$ cat config.mk
export PLATFORM = sky130hd
export DESIGN_NAME = rom_patch_unit
export DESIGN_NICKNAME = d
export VERILOG_FILES = /design/src/rtl/rpu_pkg.sv /design/src/rtl/rpu_regfile.sv /design/src/rtl/rpu_match.sv /design/src/rtl/rpu_datamux.sv /design/src/rtl/rom_patch_unit.sv
export SDC_FILE = /design/constraint.sdc
export NUM_CORES = 1
export LEC_CHECK = 0
export ABC_AREA = 1
export BUFFER_PORTS_ARGS = -buffer_cell sky130_fd_sc_hd__buf_2
export CORE_UTILIZATION = 29
export CTS_CLUSTER_DIAMETER = 40
export DETAILED_ROUTE_END_ITERATION = 12
export GPL_TIMING_DRIVEN = 0
export MAX_ROUTING_LAYER = met4
export PLACE_DENSITY_LB_ADDON = 0.2
export SLEW_MARGIN = 0
export SYNTH_ARGS = -nofsm -noshare
export SYNTH_HDL_FRONTEND = slang
export SYNTH_HIERARCHICAL = 1
export SYNTH_SLANG_ARGS = --single-unit
$ cat constraint.sdc
create_clock -name clk -period 3.75 [get_ports clk]
set_input_delay 0.9375 -clock clk [delete_from_list [all_inputs] [get_ports clk]]
set_output_delay 0.9375 -clock clk [all_outputs]
set_load 0.02 [all_outputs]
$ cat src/rtl/rpu_pkg.sv
// Package: shared constants for the ROM patch substitution unit.
// Assumes a 24-bit byte address space and a 16-bit fetch word.
package rpu_pkg;
    localparam int PATCH_AW   = 24;
    localparam int WORD_W     = 16;
    localparam int SLOT_BYTES = 8;

    // Byte offsets inside one channel slot.
    typedef enum logic [2:0] {
        OFS_TGT_LO = 3'd0,
        OFS_TGT_MI = 3'd1,
        OFS_TGT_HI = 3'd2,
        OFS_SUB_LO = 3'd3,
        OFS_SUB_HI = 3'd4,
        OFS_ENABLE = 3'd5,
        OFS_RSV6   = 3'd6,
        OFS_RSV7   = 3'd7
    } slot_ofs_e;
endpackage

$ cat src/rtl/rpu_regfile.sv
// Module: per-channel configuration storage with a byte-wide write port
// and combinational readback. Assumes cfg_addr is {channel, offset[2:0]}.
// Unmapped bytes read 0 and ignore writes.
module rpu_regfile #(
    parameter int NUM_CH = 4,
    parameter int CFG_AW = 5
) (
    input  logic                                    clk,
    input  logic                                    rst_n,
    input  logic                                    we,
    input  logic [CFG_AW-1:0]                       addr,
    input  logic [7:0]                              wdata,
    output logic [7:0]                              rdata,
    output logic [NUM_CH-1:0][rpu_pkg::PATCH_AW-1:0] tgt,
    output logic [NUM_CH-1:0][7:0]                  sub_lo,
    output logic [NUM_CH-1:0][7:0]                  sub_hi,
    output logic [NUM_CH-1:0]                       en
);
    import rpu_pkg::*;

    localparam int CHF_W = CFG_AW - 3;

    logic [CHF_W-1:0] acc_ch;
    slot_ofs_e        acc_ofs;

    assign acc_ch  = addr[CFG_AW-1:3];
    assign acc_ofs = slot_ofs_e'(addr[2:0]);

    for (genvar c = 0; c < NUM_CH; c++) begin : g_ch
        logic sel;
        assign sel = we && (int'(acc_ch) == c);

        // Store target, substitute bytes and enable for channel c.
        always_ff @(posedge clk) begin
            if (!rst_n) begin
                tgt[c]    <= '0;
                sub_lo[c] <= '0;
                sub_hi[c] <= '0;
                en[c]     <= 1'b0;
            end else if (sel) begin
                case (acc_ofs)
                    OFS_TGT_LO: tgt[c][7:0]   <= wdata;
                    OFS_TGT_MI: tgt[c][15:8]  <= wdata;
                    OFS_TGT_HI: tgt[c][23:16] <= wdata;
                    OFS_SUB_LO: sub_lo[c]     <= wdata;
                    OFS_SUB_HI: sub_hi[c]     <= wdata;
                    OFS_ENABLE: en[c]         <= wdata[0];
                    default:    ;
                endcase
            end
        end
    end

    // Return the addressed byte, zero for anything unmapped.
    always_comb begin
        rdata = 8'h00;
        for (int c = 0; c < NUM_CH; c++) begin
            if (int'(acc_ch) == c) begin
                case (acc_ofs)
                    OFS_TGT_LO: rdata = tgt[c][7:0];
                    OFS_TGT_MI: rdata = tgt[c][15:8];
                    OFS_TGT_HI: rdata = tgt[c][23:16];
                    OFS_SUB_LO: rdata = sub_lo[c];
                    OFS_SUB_HI: rdata = sub_hi[c];
                    OFS_ENABLE: rdata = {7'b0, en[c]};
                    default:    rdata = 8'h00;
                endcase
            end
        end
    end
endmodule

$ cat src/rtl/rpu_match.sv
// Module: word-granular comparators plus a lowest-index priority encoder.
// Assumes the caller passes only address bits above bit 0.
module rpu_match #(
    parameter int NUM_CH = 4,
    parameter int SEL_W  = 2
) (
    input  logic [NUM_CH-1:0][rpu_pkg::PATCH_AW-2:0] cmp_word,
    input  logic [NUM_CH-1:0]                       en,
    input  logic [rpu_pkg::PATCH_AW-2:0]            fetch_word,
    output logic                                    hit,
    output logic [SEL_W-1:0]                        sel
);
    logic [NUM_CH-1:0] hit_vec;

    for (genvar c = 0; c < NUM_CH; c++) begin : g_cmp
        assign hit_vec[c] = en[c] && (cmp_word[c] == fetch_word);
    end

    // Pick the lowest-numbered hitting channel.
    always_comb begin
        sel = '0;
        for (int c = NUM_CH - 1; c >= 0; c--) begin
            if (hit_vec[c]) sel = SEL_W'(c);
        end
    end

    assign hit = |hit_vec;
endmodule

$ cat src/rtl/rpu_datamux.sv
// Module: gates the ROM read strobe and steers the substitute or ROM word
// onto the internal bus. Assumes sel is valid whenever hit is high.
module rpu_datamux #(
    parameter int NUM_CH = 4,
    parameter int SEL_W  = 2
) (
    input  logic [NUM_CH-1:0][7:0]        sub_lo,
    input  logic [NUM_CH-1:0][7:0]        sub_hi,
    input  logic                          hit,
    input  logic [SEL_W-1:0]              sel,
    input  logic                          fetch_rd,
    input  logic [rpu_pkg::WORD_W-1:0]    rom_data,
    output logic                          rom_rd,
    output logic [rpu_pkg::WORD_W-1:0]    bus_data
);
    logic [rpu_pkg::WORD_W-1:0] sub_word;

    // Build the selected substitute word.
    always_comb begin
        sub_word = '0;
        for (int c = 0; c < NUM_CH; c++) begin
            if (int'(sel) == c) sub_word = {sub_hi[c], sub_lo[c]};
        end
    end

    assign rom_rd   = fetch_rd && !hit;
    assign bus_data = hit ? sub_word : rom_data;
endmodule

$ cat src/rtl/rom_patch_unit.sv
// Module: top of the ROM patch substitution unit. Holds NUM_CH channels.
// On a word match it blocks the ROM strobe and returns the stored word.
// Assumes a synchronous active-low reset and a combinational fetch path.
module rom_patch_unit #(
    parameter int NUM_CH = 4,
    parameter int CH_BITS = (NUM_CH > 1) ? $clog2(NUM_CH) : 1,
    parameter int CFG_AW = CH_BITS + 3
) (
    input  logic              clk,
    input  logic              rst_n,
    input  logic              cfg_we_i,
    input  logic [CFG_AW-1:0] cfg_addr_i,
    input  logic [7:0]        cfg_wdata_i,
    output logic [7:0]        cfg_rdata_o,
    input  logic [23:1]       fetch_addr_i,
    input  logic              fetch_rd_i,
    output logic              rom_rd_o,
    input  logic [15:0]       rom_data_i,
    output logic [15:0]       bus_data_o
);
    import rpu_pkg::*;

    logic [NUM_CH-1:0][PATCH_AW-1:0] ch_tgt;
    logic [NUM_CH-1:0][PATCH_AW-2:0] ch_word;
    logic [NUM_CH-1:0][7:0]          ch_lo;
    logic [NUM_CH-1:0][7:0]          ch_hi;
    logic [NUM_CH-1:0]               ch_en;
    logic                            any_hit;
    logic [CH_BITS-1:0]              hit_sel;

    rpu_regfile #(.NUM_CH(NUM_CH), .CFG_AW(CFG_AW)) u_regs (
        .clk    (clk),
        .rst_n  (rst_n),
        .we     (cfg_we_i),
        .addr   (cfg_addr_i),
        .wdata  (cfg_wdata_i),
        .rdata  (cfg_rdata_o),
        .tgt    (ch_tgt),
        .sub_lo (ch_lo),
        .sub_hi (ch_hi),
        .en     (ch_en)
    );

    for (genvar c = 0; c < NUM_CH; c++) begin : g_word
        assign ch_word[c] = ch_tgt[c][PATCH_AW-1:1];
    end

    rpu_match #(.NUM_CH(NUM_CH), .SEL_W(CH_BITS)) u_match (
        .cmp_word   (ch_word),
        .en         (ch_en),
        .fetch_word (fetch_addr_i),
        .hit        (any_hit),
        .sel        (hit_sel)
    );

    rpu_datamux #(.NUM_CH(NUM_CH), .SEL_W(CH_BITS)) u_mux (
        .sub_lo   (ch_lo),
        .sub_hi   (ch_hi),
        .hit      (any_hit),
        .sel      (hit_sel),
        .fetch_rd (fetch_rd_i),
        .rom_data (rom_data_i),
        .rom_rd   (rom_rd_o),
        .bus_data (bus_data_o)
    );
endmodule

# == After elaboration in Yosys (flattened, before gate mapping) ==
# Index checks and enable logic that the tools add are counted.
# totals
reg_bits,164
in_bits,56
out_inout_bits,25
elab_cells,94
# op_classes
n_eq_ne,15
n_mux,17
reduce_logical,38
# op_table
op,count
case mux 8 bit (6 select lines),4
== test 23 bit,4
two-way mux 16 bit,5
AND reduction 2 bit,24
two-way mux 8 bit,4
logical AND 1 bit,9
== test 2 bit (second input constant),4
two-way mux 2 bit,4
== test 3 x 2 -> 1 bit (second input constant),2
== test 3 bit (second input constant),2
== test 2 x 1 -> 1 bit (second input constant),2
zero test 2 bit,2
OR reduction 4 bit,1
== test 3 x 1 -> 1 bit (second input constant),1
zero test 3 bit,1
zero test 1 bit,1

# == Logic depth before layout (Yosys ltp) ==
# Gate-level depths: netlist (run 1).
# logic_depth
word_depth,12
mapped_depth,16

# == By module ==
# The synthesis (run 1) kept the hierarchy.
# modules_own_cells
mod,n_inst,cells_each,area_each_um2,seq_area_each_um2
rpu_regfile,1,1113,7548.5,3283.1
rpu_match,1,347,1477.7,0.0
rpu_datamux,1,162,705.7,0.0

# == Worst setup path before layout (run 1) ==
# No wires, ideal clock.
# synth_path
path_type,input port to output port
start,input fetch_addr_i[11] (netlist bit)
end,output bus_data_o[10]
arrival_time_ns,2.485
required_time_ns,2.812
slack_ns,0.327
stages,14
path_cell_list,clkbuf_2 > xnor2_1 > nand3_1 > nor2_1 > nand2_1 > nor2_1 > nand2_1 > a21oi_2 > buf_4 > buf_6 > nand3_1 > nand3_1 > nand2_1 > nand2_1
# synth_via
elab_chain_cells,12
word_cells_on_any_way,22
# synth_rtl
item,line_no,text
start: declaration,rom_patch_unit.sv:15,"input logic [23:1] fetch_addr_i,"
== test 23 bit,rpu_match.sv:16,assign hit_vec[c] = en[c] && (cmp_word[c] == fetch_word);
logical AND 1 bit,rpu_match.sv:16,
two-way mux 2 bit (3 in a row),rpu_match.sv:23,if (hit_vec[c]) sel = SEL_W'(c);
two-way mux 2 bit (*),rpu_match.sv:23,
net hit_sel[0],rom_patch_unit.sv:29,logic [CH_BITS-1:0] hit_sel;
zero test 2 bit,rpu_datamux.sv:22,"if (int'(sel) == c) sub_word = {sub_hi[c], sub_lo[c]};"
two-way mux 16 bit (3 in a row),rpu_datamux.sv:22,
two-way mux 16 bit (*),rpu_datamux.sv:22,
two-way mux 16 bit (*),rpu_datamux.sv:27,assign bus_data = hit ? sub_word : rom_data;
end: declaration,rom_patch_unit.sv:19,output logic [15:0] bus_data_o
# The timed path passes the listed nets; every way through them passes the cells marked *.

# == Worst setup path in the final report (run 1) ==
# layout_path
start,input fetch_addr_i[14] (netlist bit)
end,output bus_data_o[9]
# The elaborated chain is that of the path after synthesis.

==> results of run 1 <==
==> area by class of cell <==
cell class | count | area share (%)
inverters | 127 | 4.20
clock buffers | 17 | 3.35
multi-input cells | 1254 | 50.2
well taps | 442 | 4.35
repair buffers | 103 | 7.60
clock inverters | 15 | 1.15
flip-flops and latches | 164 | 25.8
plain buffers | 76 | 3.27
==> worst min path at each step <==
stage,from,end,slack [ps],depth (start not counted)
2_1_floorplan,u_regs/tgt[0]$_SDFFE_PN0P_,u_regs/tgt[0]$_SDFFE_PN0P_,430,2
3_3_place_gp,u_regs/tgt[27]$_SDFFE_PN0P_,u_regs/tgt[27]$_SDFFE_PN0P_,480,2
3_5_place_dp,u_regs/tgt[35]$_SDFFE_PN0P_,u_regs/tgt[35]$_SDFFE_PN0P_,490,2
4_1_cts,u_regs/tgt[35]$_SDFFE_PN0P_,u_regs/tgt[35]$_SDFFE_PN0P_,500,2
5_1_grt,u_regs/tgt[27]$_SDFFE_PN0P_,u_regs/tgt[27]$_SDFFE_PN0P_,520,2
6_report,u_regs/tgt[35]$_SDFFE_PN0P_,u_regs/tgt[35]$_SDFFE_PN0P_,500,2
==> where the power goes <==
group          internal, W  leakage, nW  switching (W)
Clock             0.000932        0.274       0.000858
Sequential         0.00176         1.32      0.0000299
Combinational     0.000167         4.01       0.000399
Total              0.00286         5.61        0.00129
==> timing repair <==
item	in CTS	in global routing
pin swaps	70	65
endpoints found under the hold margin	0	0
endpoints found under the setup margin	20	24
gates cloned	4	1
setup buffers	14	14
gates resized for setup	171	164
==> stage by stage <==
step | setup slack (ps) | util [%] | total power, W | instance area [sq um]
after global routing | -342 | 38.7 | 0.00428 | 12700
after detailed placement | -651 | 32.4 | 0.00230 | 10600
final | -237 | 38.7 | 0.00415 | 12700
after global placement | -664 | 32.4 | 0.00230 | 10600
after CTS | -231 | 36.7 | 0.00411 | 12000
after floorplan | 327 | - | 0.00207 | 9730
==> cells by family (layout without fill, tap and decap cells) <==
family	after synthesis	count (layout)
AND/OR/NAND/NOR	973	973
AO/OA/AOI/OAI	262	262
XOR/XNOR	19	19
flip-flops	164	164
buffers and inverters	204	338
==> sequential cells by signal, summed over array words and instances (netlist names) <==
signal,flops
u_regs/tgt,96
u_regs/en,4
u_regs/sub_lo,32
u_regs/sub_hi,32
==> critical path: stages <==
cell	delay, ps
buf_6	70
clkinvlp_4	150
buf_12	180
nand2_1	90
o21ai_0	90
nor2_1	90
nand2_1	90
nor2_2	100
nand3_2	110
nand2_4	130
nor2_4	60
buf_12	140
nor2_4	210
buf_6	170
nand2_2	70
nand3_4	110
nand2_4	60
nand2_2	60
buf_6	110
==> synth_stat cells <==
cell type / instances
nor2_1: 415
nand2_1: 347
o21ai_0: 203
dfxtp_1: 164
nand3_1: 134
inv_1: 92
clkbuf_1: 46
nand4_1: 39
inv_2: 34
o21ai_1: 26
a21oi_1: 18
nor2_4: 17
buf_2: 16
xor2_1: 11
nand2_2: 10
nor2_2: 8
o21bai_1: 8
xnor2_1: 8
buf_4: 6
o22ai_1: 6
buf_1: 5
buf_6: 3
nand2_4: 2
a21oi_2: 1
and2_1: 1
clkbuf_2: 1
clkinv_1: 1
==> metal layers <==
layer	part of all wire, %	wire length, microns	vias to the layer above
met1	42	20900	5529
met5	0	0	-
li1	-	-	5451
met4	3.4	1710	0
met2	45	22500	617
met3	9.2	4540	106
==> flow_summary_export.csv, run 1 <==
group,metric,value,unit
min_path,hold_path_class,"reg2reg",
logic_synthesis,ys_seq_elements,164,
setup_path,r2r_end,"u_regs/sub_hi[24]$_SDFFE_PN0P_",
place,place_hpwl,36400,microns
power,vdd_ir_drop_max,316,uV
sta,timing_hold_violations_final,0,
logic_synthesis,synth_top_cells_by_area,"dfxtp_1 (34%), nor2_1 (16%), nand2_1 (13%)",
logic_synthesis,seq_area_frac_synth,33.7,%
finish,n_antenna_cell,0,
global_route,first_global_vias,10600,
route,wire_per_inst,22.6,microns
run_status,violations,"negative setup slack",
finish,multi_input_area,6380,sq um
setup_path,rrSetupSlack,2980,ps
clock_tree,cts_hold_buf,0,
route,num_vias,11700,
clock_tree,clockBufferDepth,2,
route,dr.first_iter.drc_count,1549,
sta,max-slew-margin-rel,13.0,%
setup_path,path_class,"in2out",
logic_synthesis,syn-cell-area,9730,sq um
setup_path,cp_data_arrival_time,3050,ps
setup_path,crit_end,"bus_data_o[9]",
clock_tree,worstSkewPairLatency,440,ps
route,final_antenna_net_count,0,
power,power_leakage,5.61,nW
setup_path,worstSetupEndpointType,"output pin",
power,power_density,327,nW/um^2
logic_synthesis,yosysTopAreaCell,"dfxtp_1",
route,drtPass1Iterations,6,
setup_path,r2r_cells,2,
setup_path,worstPathMaxFanout,6,
place,numPortBuffers,70,
finish,final_cells,2198,
logic_synthesis,yosys_warnings,6,
logic_synthesis,synth.net_count,1678,
logic_synthesis,synth_adder_area_share,0,%
global_route,grt_use_met1,39.5,%
place,place_inst,2134,
clock_tree,root_buffer,"clkbuf_16",
finish,ff_latch_area,3280,sq um
finish,area_delta_synth_final,30.5,%
floorplanning,initial_core_util,29.7,%
sta,finalCritPeriodShare,106,%
sta,setup_viol,16,
logic_synthesis,synth_cell_types,27,
route,drcViolationCount,0,
clock_tree,clock-sinks,164,
finish,fin_nets,1799,
clock_tree,clk_pin_slew,70,ps
logic_synthesis,synth_simple_gate_area_share,42.2,%
clock_tree,cts_made_buffers,17,
finish,final_common_cell,"nor2_1",
sta,clock_skew,0,ps
finish,nFillCells,3549,
sta,setup_tns,-3310,ps
global_route,grt_max_degree,17,
global_route,grt_antenna_before_repair,0,
global_route,gr-total-overflow,0,
global_route,globalRouteTotalUtil,30.1,%
clock_tree,tritoncts,"done",
global_route,gr-usage-met2,47.2,%
logic_synthesis,yosys.area.top_type_share,33.7,%
setup_path,required,2810,ps
global_route,busiest_layer,"met2",
floorplanning,die_w,185,microns
clock_tree,htreeDepth,4,
sta,maxSlewViolCount,0,
logic_synthesis,synth_top_family_by_area,"simple AND/OR/NAND/NOR gates",
place,place.gp.congestion,1.04,
floorplanning,core_area,32800,sq um
logic_synthesis,syn_inst,1622,
flow_run,maxCapViolCount,0,
sta,worst_hold_slack,499,ps
floorplanning,rows,66,
logic_synthesis,muxShareOfSynthArea,0,%
logic_synthesis,syn-mean-instance-area,6.00,sq um
sta,worst_pin_slew,1300,ps
floorplanning,die_h,185,microns
sta,min_period,3990,ps
floorplanning,dieArea,34300,sq um
global_route,grt_pass1_wl,70800,microns
finish,drive_gt1_share,22.4,%
setup_path,setup.worst_path.start,"fetch_addr_i[14]",
sta,fmax,251,MHz
setup_path,startpoint_type,"input port",
setup_path,r2r_start,"u_regs/sub_hi[24]$_SDFFE_PN0P_",
logic_synthesis,synth_compound_area_share,13.8,%
logic_synthesis,synth-xor-area-share,1.71,%
run_status,status,"finished with violations",
sta,fin_ws,-237,ps
global_route,use_met3,4.38,%
floorplanning,ios,81,
sta,rsz0062_at_grt,"yes",
finish,final_cell_mix,"nor2_1 (387), nand2_1 (296), o21ai_0 (188)",
route,viasPerCell,5.32,
route,drt_wl_total,49600,microns
(Power assumes the default switching activity.)
==> run 2, diff against run 1 <==
--- a/config.mk
+++ b/config.mk
@@ -5,10 +5,10 @@
 export SDC_FILE = /design/constraint.sdc
 export NUM_CORES = 1
 export LEC_CHECK = 0
-export ABC_AREA = 1
+export ABC_AREA = 0
 export BUFFER_PORTS_ARGS = -buffer_cell sky130_fd_sc_hd__buf_2
 export CORE_UTILIZATION = 29
-export CTS_CLUSTER_DIAMETER = 40
+export CTS_CLUSTER_DIAMETER = 60
 export DETAILED_ROUTE_END_ITERATION = 12
 export GPL_TIMING_DRIVEN = 0
 export MAX_ROUTING_LAYER = met4
==> constraint.sdc (replaced) <==
create_clock -name clk -period 4.63 [get_ports clk]
set_input_delay 1.1575 -clock clk [delete_from_list [all_inputs] [get_ports clk]]
set_output_delay 1.1575 -clock clk [all_outputs]
set_load 0.02 [all_outputs]
==> run 2 against run 1 <==
The flow still finishes with violations (negative setup slack); register-to-register slack improved by 720 ps; clock skew unchanged; clock-buffer cell count increased by 1; utilization decreased by 1.4 points; final cell count decreased by 27%; hold slack improved by 6.5 ps; design area decreased by 3.6%; sequential share of layout area increased by 0.95 points; non-clock buffer count decreased by 12; largest cell class unchanged; highest routed layer unchanged.
==> flow_summary_export.csv, run 2 <==
group,metric,value,unit
finish,area_delta_synth_final,25.6,%
finish,n_antenna_cell,0,
logic_synthesis,yosys.area.top_type_share,33.7,%
place,place_hpwl,34300,microns
clock_tree,clockBufferDepth,2,
finish,largest_reg_flops,96,
finish,final_area,12300,sq um
setup_path,worstPathMaxFanout,5,
sta,setup_viol,6,
setup_path,path_class,"in2out",
setup_path,critPathBufInv,5,
route,viasPerCell,5.47,
global_route,grt_antenna_before_repair,0,
setup_path,r2r_start,"u_regs/tgt[94]$_SDFFE_PN0P_",
global_route,gr-total-overflow,0,
floorplanning,rows,66,
logic_synthesis,synth_cell_types,62,
logic_synthesis,synth_most_common_cell,"dfxtp_1",
logic_synthesis,seq_area_frac_synth,33.7,%
setup_path,max_stage_delay,370,ps
clock_tree,root_buffer,"clkbuf_16",
logic_synthesis,ys.flop_type,"dfxtp_1",
setup_path,worstSetupEndpointType,"output pin",
run_status,status,"finished with violations",
global_route,grt_max_degree,17,
place,placed_area,10600,sq um
route,dr_wl_met3,4340,microns
setup_path,r2r_end,"u_regs/tgt[94]$_SDFFE_PN0P_",
min_path,min_to,"u_regs/tgt[20]$_SDFFE_PN0P_",
finish,top_register,"u_regs/tgt",
logic_synthesis,synth_top_cells_by_area,"dfxtp_1 (34%), mux2i_1 (17%), nor2b_1 (7.7%)",
finish,final_common_cell,"dfxtp_1",
sta,rsz0062_at_grt,"yes",
clock_tree,cts_hold_buf,0,
sta,worst_pin_slew,1190,ps
logic_synthesis,synth.net_count,1101,
route,num_vias,8767,
route,wire_per_inst,29.1,microns
setup_path,cp_common_cell,"buf_4",
logic_synthesis,ys_seq_elements,164,
route,wl_met1,21200,microns
floorplanning,core_area,32800,sq um
clock_tree,worstSkewPairLatency,430,ps
route,final_antenna_net_count,0,
power,power_leakage,4.29,nW
finish,fin_nets,1203,
floorplanning,die_w,185,microns
power,vdd_ir_drop_max,218,uV
setup_path,r2r_cells,2,
setup_path,crit_family,"buffers and inverters",
clock_tree,cts_made_buffers,17,
global_route,grt_pass1_wl,64100,microns
setup_path,slowest_stage,"nor4_4",
setup_path,rrSetupSlack,3700,ps
floorplanning,initial_core_util,29.7,%
route,drcViolationCount,0,
setup_path,cp_cell_sequence,"buf_4 > xnor2_1 > nand4_1 > nor4_4 > o311ai_4 > a21oi_4 > buf_6 > buf_12 > buf_16 > mux2i_1 > o221ai_1 > buf_4",
finish,nFillCells,3364,
sta,min_period,4690,ps
place,place.gp.congestion,0.970,
route,met2_length,20100,microns
sta,finalCritPeriodShare,101,%
run_status,violations,"negative setup slack",
logic_synthesis,yosysTopAreaCell,"dfxtp_1",
clock_tree,clk_pin_slew,70,ps
route,dr.first_iter.drc_count,1016,
finish,reg_top3,"u_regs/tgt: 96 flops, u_regs/sub_hi: 32 flops, u_regs/sub_lo: 32 flops",
finish,ff_latch_area,3280,sq um
route,drt_wl_total,46600,microns
logic_synthesis,synth_edf_count,0,
flow_run,maxCapViolCount,0,
logic_synthesis,synth_common_cells,"dfxtp_1 (164), mux2i_1 (162), nor2b_1 (120)",
logic_synthesis,async_reset_ff_share,0,%
sta,fin_ws,-55.9,ps
sta,max-slew-margin-rel,21.0,%
sta,maxSlewViolCount,0,
clock_tree,htreeDepth,4,
setup_path,startpoint_type,"input port",
floorplanning,dieArea,34400,sq um
sta,timing_hold_violations_final,0,
min_path,hold_path_class,"reg2reg",
min_path,min_from,"u_regs/tgt[20]$_SDFFE_PN0P_",
global_route,first_global_vias,8231,
route,routed.top_layer,"met4",
sta,fmax,213,MHz
logic_synthesis,syn-mean-instance-area,9.33,sq um
power,power_density,283,nW/um^2
setup_path,cp_data_arrival_time,3530,ps
sta,clock_skew,0,ps
logic_synthesis,syn-cell-area,9750,sq um
setup_path,required,3470,ps
place,post-place-ws,-633,ps
route,drtPass1Iterations,7,
logic_synthesis,yosys_warnings,6,
floorplanning,die_h,185,microns
place,numPortBuffers,68,
sta,worst_hold_slack,506,ps
global_route,globalRouteTotalUtil,28.2,%
min_path,hold_path_depth,2,
finish,drive_gt1_share,22.8,%
clock_tree,clock-sinks,164,
logic_synthesis,syn_inst,1045,
finish,multi_input_area,6570,sq um
clock_tree,tritoncts,"done",
finish,final_cell_mix,"dfxtp_1 (164), mux2i_1 (139), nor2b_1 (119)",
floorplanning,ios,81,
-- run 2: cell families (layout without fill, tap and decap cells) --
family / count (synthesis) / count (layout) / synth area share (%)
AOI/OAI and AO/OA: 170 / 170 / 12.3
muxes: 184 / 184 / 20.4
and+or+nand+nor: 349 / 349 / 20.7
xor gates and xnor gates: 92 / 92 / 8.26
DFF: 164 / 164 / 33.7
buffers and inverters: 86 / 201 / 4.54
-- run 2: power by group --
part | switching, W | internal [W]
combinational | 0.000299 | 0.000162
sequential | 0.0000157 | 0.00142
clock | 0.000691 | 0.000884
total | 0.00101 | 0.00247
-- run 2: area by class of cell --
| cell class | instances | share of cell area (%) |
|---|---|---|
| multi-input cells | 795 | 53.7 |
| well taps | 442 | 4.51 |
| clock inverters | 14 | 1.54 |
| inverters | 2 | 0.0613 |
| plain buffers | 83 | 3.74 |
| repair buffers | 84 | 6.10 |
| flip-flops and latches | 164 | 26.8 |
| clock buffers | 18 | 3.58 |
-- run 2: how the worst max path moves through the flow --
stage | from | endpoint | slack (ps) | cells after the start
after floorplan | fetch_addr_i[19] | bus_data_o[10] | 480 | 8
after global placement | fetch_addr_i[6] | bus_data_o[5] | -680 | 11
after detailed placement | fetch_addr_i[6] | bus_data_o[6] | -630 | 11
after CTS | fetch_addr_i[21] | bus_data_o[7] | -0.2 | 11
after global routing | fetch_addr_i[15] | bus_data_o[14] | -120 | 14
final | fetch_addr_i[9] | bus_data_o[2] | -60 | 12
-- run 2: worst min-delay path: cells and delay by family (launching register included) --
family,cells,cell delay (ps)
flip-flops,1,330
AND/OR/NAND/NOR,1,60
AO/OA/AOI/OAI,1,70
-- run 2: through the flow --
step	instances	TNS (ps)	utilization, %	power, W
3_5_place_dp	1555	-7990	32.5	0.00188
6_report	1602	-165	37.4	0.00347
5_1_grt	1602	-872	37.4	0.00356
2_1_floorplan	1045	0	-	0.00169
3_3_place_gp	1555	-9030	32.5	0.00188
4_1_cts	1592	-0.182	35.6	0.00346
-- run 2: per-layer routing --
layer / GRT usage (%) / vias to the layer above
met2: 41.4 / 445
met3: 6.88 / 61
li1: - / 3918
met4: 6.64 / 0
met5: - / -
met1: 38.5 / 4343
-- run 2: what timing repair did --
| item | in CTS | in global routing |
|---|---|---|
| gates resized for setup | 72 | 98 |
| hold endpoints to repair | 0 | 0 |
| setup buffers | 4 | 10 |
| cloned | 1 | 1 |
| pin swaps | 16 | 33 |
| endpoints found under the setup margin | 17 | 17 |
